===== src/rtl/cb_pkg.sv =====
package cb_pkg;
  typedef enum logic [2:0] {
    ST_IDLE,
    ST_ACTIVE,
    ST_WAIT_PRE,
    ST_JAM,
    ST_BACKOFF,
    ST_RETRY,
    ST_ABORT
  } cb_state_e;

  localparam logic [7:0] JAM_BYTE = 8'hAA;

  // Galois feedback masks for a few maximal-length widths
  function automatic logic [63:0] lfsr_taps(input int w);
    case (w)
      12:      lfsr_taps = 64'h0000_0000_0000_0E08;
      16:      lfsr_taps = 64'h0000_0000_0000_B400;
      20:      lfsr_taps = 64'h0000_0000_0009_0000;
      24:      lfsr_taps = 64'h0000_0000_00E1_0000;
      default: lfsr_taps = 64'h0000_0000_A300_0000;
    endcase
  endfunction
endpackage


===== src/rtl/cb_lfsr.sv =====
module cb_lfsr #(
  parameter int W = 16
) (
  input  logic         clk,
  input  logic         rst,
  output logic [W-1:0] value
);
  localparam logic [63:0] TAPS64 = cb_pkg::lfsr_taps(W);
  localparam logic [W-1:0] TAPS  = TAPS64[W-1:0];

  logic [W-1:0] q;

  always_ff @(posedge clk) begin
    if (rst) q <= {{(W-1){1'b0}}, 1'b1};
    else     q <= {1'b0, q[W-1:1]} ^ (q[0] ? TAPS : '0);
  end

  assign value = q;
endmodule


===== src/rtl/cb_attempt_ctr.sv =====
module cb_attempt_ctr #(
  parameter int MAX_ATTEMPTS  = 16,
  parameter int BACKOFF_LIMIT = 10,
  parameter int RW            = 16
) (
  input  logic          clk,
  input  logic          rst,
  input  logic          inc,
  input  logic          clr,
  output logic          at_last,
  output logic [RW-1:0] range_mask
);
  localparam int AW = $clog2(MAX_ATTEMPTS + 1);

  logic [AW-1:0] count_q;

  always_ff @(posedge clk) begin
    if (rst || clr)                               count_q <= '0;
    else if (inc && count_q != AW'(MAX_ATTEMPTS)) count_q <= count_q + 1'b1;
  end

  assign at_last = (count_q >= AW'(MAX_ATTEMPTS));

  // bit i is set when i < min(count, limit): mask = 2^k - 1
  for (genvar i = 0; i < RW; i++) begin : g_mask
    if (i < BACKOFF_LIMIT) begin : g_live
      assign range_mask[i] = (32'(count_q) > i);
    end else begin : g_dead
      assign range_mask[i] = 1'b0;
    end
  end
endmodule


===== src/rtl/cb_slot_timer.sv =====
module cb_slot_timer #(
  parameter int SLOT_BITS = 512,
  parameter int CW        = 16
) (
  input  logic          clk,
  input  logic          rst,
  input  logic          load,
  input  logic [CW-1:0] load_slots,
  input  logic          bit_tick,
  output logic          zero
);
  localparam int TW = (SLOT_BITS > 1) ? $clog2(SLOT_BITS) : 1;

  logic [CW-1:0] slots_q;
  logic [TW-1:0] tick_q;

  always_ff @(posedge clk) begin
    if (rst) begin
      slots_q <= '0;
      tick_q  <= '0;
    end else if (load) begin
      slots_q <= load_slots;
      tick_q  <= '0;
    end else if (slots_q != '0 && bit_tick) begin
      if (tick_q == TW'(SLOT_BITS - 1)) begin
        tick_q  <= '0;
        slots_q <= slots_q - 1'b1;
      end else begin
        tick_q <= tick_q + 1'b1;
      end
    end
  end

  assign zero = (slots_q == '0);
endmodule


===== src/rtl/col_backoff_ctrl.sv =====
module col_backoff_ctrl #(
  parameter int SLOT_BITS     = 512,
  parameter int MAX_ATTEMPTS  = 16,
  parameter int BACKOFF_LIMIT = 10,
  parameter int LFSR_W        = 16,
  parameter int JAM_BYTES     = 4
) (
  input  logic       clk,
  input  logic       rst,
  input  logic       bit_tick,
  input  logic       tx_start,
  input  logic       preamble_active,
  input  logic       collision,
  input  logic       tx_success,
  output logic [7:0] jam_data,
  output logic       jam_valid,
  output logic       backoff_busy,
  output logic       retry_req,
  output logic       give_up
);
  import cb_pkg::*;

  localparam int JW = $clog2(JAM_BYTES + 1);

  cb_state_e state_q, state_d;
  logic [JW-1:0] jam_cnt_q, jam_cnt_d;
  logic att_inc, att_clr, att_last;
  logic slot_load, slot_zero;
  logic [LFSR_W-1:0] rnd, mask;

  cb_lfsr #(.W(LFSR_W)) u_lfsr (
    .clk(clk), .rst(rst), .value(rnd)
  );

  cb_attempt_ctr #(
    .MAX_ATTEMPTS(MAX_ATTEMPTS), .BACKOFF_LIMIT(BACKOFF_LIMIT), .RW(LFSR_W)
  ) u_att (
    .clk(clk), .rst(rst), .inc(att_inc), .clr(att_clr),
    .at_last(att_last), .range_mask(mask)
  );

  cb_slot_timer #(.SLOT_BITS(SLOT_BITS), .CW(LFSR_W)) u_slot (
    .clk(clk), .rst(rst), .load(slot_load), .load_slots(rnd & mask),
    .bit_tick(bit_tick), .zero(slot_zero)
  );

  always_comb begin
    state_d   = state_q;
    jam_cnt_d = '0;
    att_inc   = 1'b0;
    att_clr   = 1'b0;
    slot_load = 1'b0;
    case (state_q)
      ST_IDLE: begin
        if (tx_start) begin
          att_inc = 1'b1;
          state_d = ST_ACTIVE;
        end
      end
      ST_ACTIVE: begin
        if (tx_success) begin
          att_clr = 1'b1;
          state_d = ST_IDLE;
        end else if (collision) begin
          state_d = preamble_active ? ST_WAIT_PRE : ST_JAM;
        end
      end
      ST_WAIT_PRE: begin
        if (!preamble_active) state_d = ST_JAM;
      end
      ST_JAM: begin
        if (jam_cnt_q == JW'(JAM_BYTES - 1)) begin
          if (att_last) begin
            att_clr = 1'b1;
            state_d = ST_ABORT;
          end else begin
            slot_load = 1'b1;
            state_d   = ST_BACKOFF;
          end
        end else begin
          jam_cnt_d = jam_cnt_q + 1'b1;
        end
      end
      ST_BACKOFF: begin
        if (slot_zero) state_d = ST_RETRY;
      end
      ST_RETRY: state_d = ST_IDLE;
      ST_ABORT: state_d = ST_IDLE;
      default:  state_d = ST_IDLE;
    endcase
  end

  always_ff @(posedge clk) begin
    if (rst) begin
      state_q      <= ST_IDLE;
      jam_cnt_q    <= '0;
      jam_valid    <= 1'b0;
      jam_data     <= '0;
      backoff_busy <= 1'b0;
      retry_req    <= 1'b0;
      give_up      <= 1'b0;
    end else begin
      state_q      <= state_d;
      jam_cnt_q    <= jam_cnt_d;
      jam_valid    <= (state_d == ST_JAM);
      jam_data     <= (state_d == ST_JAM) ? JAM_BYTE : 8'h00;
      backoff_busy <= (state_d == ST_BACKOFF);
      retry_req    <= (state_d == ST_RETRY);
      give_up      <= (state_d == ST_ABORT);
    end
  end
endmodule


===== config.mk =====
export PLATFORM = sky130hd
export DESIGN_NAME = col_backoff_ctrl
export DESIGN_NICKNAME = d
export VERILOG_FILES = /design/src/rtl/cb_pkg.sv /design/src/rtl/cb_lfsr.sv /design/src/rtl/cb_attempt_ctr.sv /design/src/rtl/cb_slot_timer.sv /design/src/rtl/col_backoff_ctrl.sv
export SDC_FILE = /design/constraint.sdc
export NUM_CORES = 1
export LEC_CHECK = 0
export ABC_AREA = 1
export BUFFER_PORTS_ARGS = -buffer_cell sky130_fd_sc_hd__buf_2
export CORE_MARGIN = 2
export CORE_UTILIZATION = 40
export CTS_BUF_LIST = sky130_fd_sc_hd__clkbuf_16
export DETAILED_ROUTE_END_ITERATION = 16
export MAX_ROUTING_LAYER = met4
export SKIP_CTS_REPAIR_TIMING = 1
export SLEW_MARGIN = 20
export SYNTH_ARGS = -nofsm -noshare
export SYNTH_HDL_FRONTEND = slang
export SYNTH_SLANG_ARGS = --single-unit

===== constraint.sdc =====
create_clock -name clk -period 4 [get_ports clk]
set_input_delay 0.4 -clock clk [delete_from_list [all_inputs] [get_ports clk]]
set_output_delay 0.4 -clock clk [all_outputs]
set_load 0.005 [all_outputs]

==> results.yml <==
clock_network:
  path_clk_slew_ns: 0.07
  cts-root-buf: "clkbuf_16"
  clock_path_buffers: 2
  h-tree-depth: 2
  insertion_delay_ns: 0.29
  numCtsBuffers: 5
  clock_sinks: 56
  cts_tree: "yes"
layout:
  layout-drive-gt1-share: 0.105
  syn_to_final_growth_pct: 9.31
  layout_common_cells: "88 x nand2_1, 78 x nor2_1, 56 x dfxtp_1"
  final_common_cell: "nand2_1"
  antenna_cells: 0
  fin_nets: 451
  instances_no_fill: 536
  stdcell_area_um2: 3200
hold_path:
  min_delay_path_depth: 2
  hold_end: "u_lfsr.value[14]$_SDFF_PP0_"
  hold_path.class: "flop to flop"
  hold_start: "u_lfsr.value[15]$_SDFF_PP0_"
logic_synthesis:
  ys_seq_elements: 56
  yosys_most_used_dff: "dfxtp_1"
  synth_edf_count: 0
  synth-async-reset-ratio: 0
  syn_avg_cell_area_um2: 6.86
  ys_types: 31
  synth_warnings: 0
  syn_area_um2: 2930
  synth-seq-area-share: 0.383
  synth_cells: 427
critical_path:
  crit_buf_inv: 1
  worstPathRequired_ns: 4.18
  critPathArrivalTime_ns: 2.01
  r2r-start: "u_slot.tick_q[0]$_SDFFE_PP0P_"
  end_kind: "flop"
  path_cells: "ha_1 > nand4_1 > nor3_1 > ha_1 > nand3_4 > nand2_8 > inv_2 > nor2_1 > nor2_1"
  r2r_end: "u_slot.slots_q[8]$_SDFFE_PP0P_"
  cp_slowest_cell: "dfxtp_1"
  start_kind: "flop"
  cpPeakStageDelay_ns: 0.38
  path_max_fanout: 18
  r2r_cells: 9
  criticalPathCategory: "flop to flop"
  r2r_slack_ns: 2.17
  cpLargestDelayFamily: "simple AND/OR/NAND/NOR gates"
place:
  numPortBuffers: 14
  placed_area_um2: 3030
  routabilityCongestion: 0.887
  dpl.hpwl_mm: 4.48
  dpl.cell_count: 528
floorplanning:
  die_x_um: 89.6
  core_um2: 7180
  io_pins: 19
  die_area_um2: 8020
  rows: 31
  fp.dieH_um: 89.6
  start_util: 0.408
grt:
  grt_overflow: 0
  grt_pass1_wl_mm: 10.5
  grt_max_degree: 26
  first_global_vias: 2392
  antenna_found_initial: 0
  track_usage: 0.170
sta:
  finalSetupViolCount: 0
  max-slew-margin-rel: 0.626
  fin_crit_sh: 0.458
  holdWs_ns: 0.403
  layout_min_cycle_time_ns: 1.83
  finalMaxSlewViolations: 0
  clock_skew_ns: 0.00840
  tightest_slew_ns: 0.562
  fmax_mhz: 545
  finalHoldViolations: 0
  tns_ns: 0
  rsz0062_at_grt: "no"
drt:
  drtPass1Iterations: 5
  drtAntennaViolNets: 0
  drt_iter0_drc: 104
  wl_per_cell_um: 11.0
  viasPerCell: 4.64
  wl_mm: 5.91
  num_vias: 2488
  drc: 0
power:
  vdd_drop_max_mv: 0.239
  p_per_area_nw_per_um2: 351
  p_leak_nw: 1.46
run_status:
  status: "complete, no violations"
job:
  maxCapViolations: 0
layout make-up:
| class | instances | area, um2 |
|---|---|---|
| Clock inverter | 3 | 42.5 |
| Inverter | 60 | 225 |
| Multi-Input combinational cell | 299 | 1490 |
| Timing Repair Buffer | 14 | 70.1 |
| Tap cell | 99 | 124 |
| Sequential cell | 56 | 1120 |
| Clock buffer | 5 | 125 |
| Fill cell | 767 | 3970 |
cell usage after synthesis (2+ instances only):
library cell  number  share of area
a21oi_1           16          0.027
a21oi_2            2         0.0060
buf_2              2         0.0034
buf_4              9          0.023
clkbuf_1           3         0.0038
dfxtp_1           56           0.38
ha_1               8          0.034
inv_1             55          0.070
inv_2              5         0.0064
nand2_1           88           0.11
nand2_2            3         0.0064
nand3_1           45          0.077
nand3_4            2          0.012
nand4_1            2         0.0043
nor2_1            78           0.10
nor2_2             2         0.0043
nor2_4             3          0.012
nor3_1             6          0.010
o21ai_0           15          0.026
o21ai_1            5         0.0085
or2_2              3         0.0064
xnor2_1            5          0.015
xor2_1             6          0.018
how the worst max path moves through the flow:
stage / startpoint / end / slack [ns] / cells past startpoint
after floorplan: u_slot.tick_q[0]$_SDFFE_PP0P_ / u_slot.slots_q[10]$_SDFFE_PP0P_ / 2.36 / 9
after global placement: u_slot.tick_q[0]$_SDFFE_PP0P_ / u_slot.slots_q[9]$_SDFFE_PP0P_ / 2.20 / 9
after detailed placement: u_slot.tick_q[0]$_SDFFE_PP0P_ / u_slot.tick_q[2]$_SDFFE_PP0P_ / 2.16 / 9
after CTS: u_slot.tick_q[0]$_SDFFE_PP0P_ / u_slot.slots_q[9]$_SDFFE_PP0P_ / 2.14 / 9
after global routing: u_slot.tick_q[0]$_SDFFE_PP0P_ / u_slot.slots_q[0]$_SDFFE_PP0P_ / 1.99 / 9
final: u_slot.tick_q[0]$_SDFFE_PP0P_ / u_slot.slots_q[8]$_SDFFE_PP0P_ / 2.17 / 9
per-layer routing:
layer  GRT usage  vias to the layer above  routed length, um
met2       0.271                       35               2690
met3      0.0302                        8                157
met4      0.0529                        0                 87
met5           -                        -                  0
li1            -                     1337                  -
met1       0.219                     1108               2980
power by group:
group | switching [mW] | internal, mW
sequential | 0.00748 | 0.567
clock | 0.196 | 0.294
combinational | 0.0387 | 0.0199
sequential cells by signal (all words and copies together) (netlist names):
signal          flops
backoff_busy        1
retry_req           1
jam_cnt_q           3
u_lfsr.value       16
give_up             1
state_q             3
u_att.count_q       5
u_slot.slots_q     16
u_slot.tick_q       9
jam_data            1
kinds of logic (layout without fill, tap and decap cells):
family,Yosys count,in the layout,share of synthesized area
compound gates,39,39,0.0696
xor+xnor,11,11,0.0329
fa+ha+maj,8,8,0.0342
buf+inv,75,82,0.111
flops,56,56,0.383
other cells,1,4,0.00128
simple gates,237,237,0.368
tightest hold or removal path, delay by kind of cell, from the launching register on:
kind	cells	cell delay (ns)
flip-flops	1	0.30
buffers and inverters	1	0.04
AND/OR/NAND/NOR	1	0.03
metrics by stage:
stage / setup slack (ns) / total power, mW / util
finish: 2.17 / 1.12 / 0.446
global route: 1.99 / 1.17 / 0.446
CTS: 2.14 / 1.14 / 0.446
detailed placement: 2.16 / 0.646 / 0.423
global placement: 2.20 / 0.645 / 0.423
floorplan: 2.36 / 0.634 / -
(Power assumes the default switching activity.)
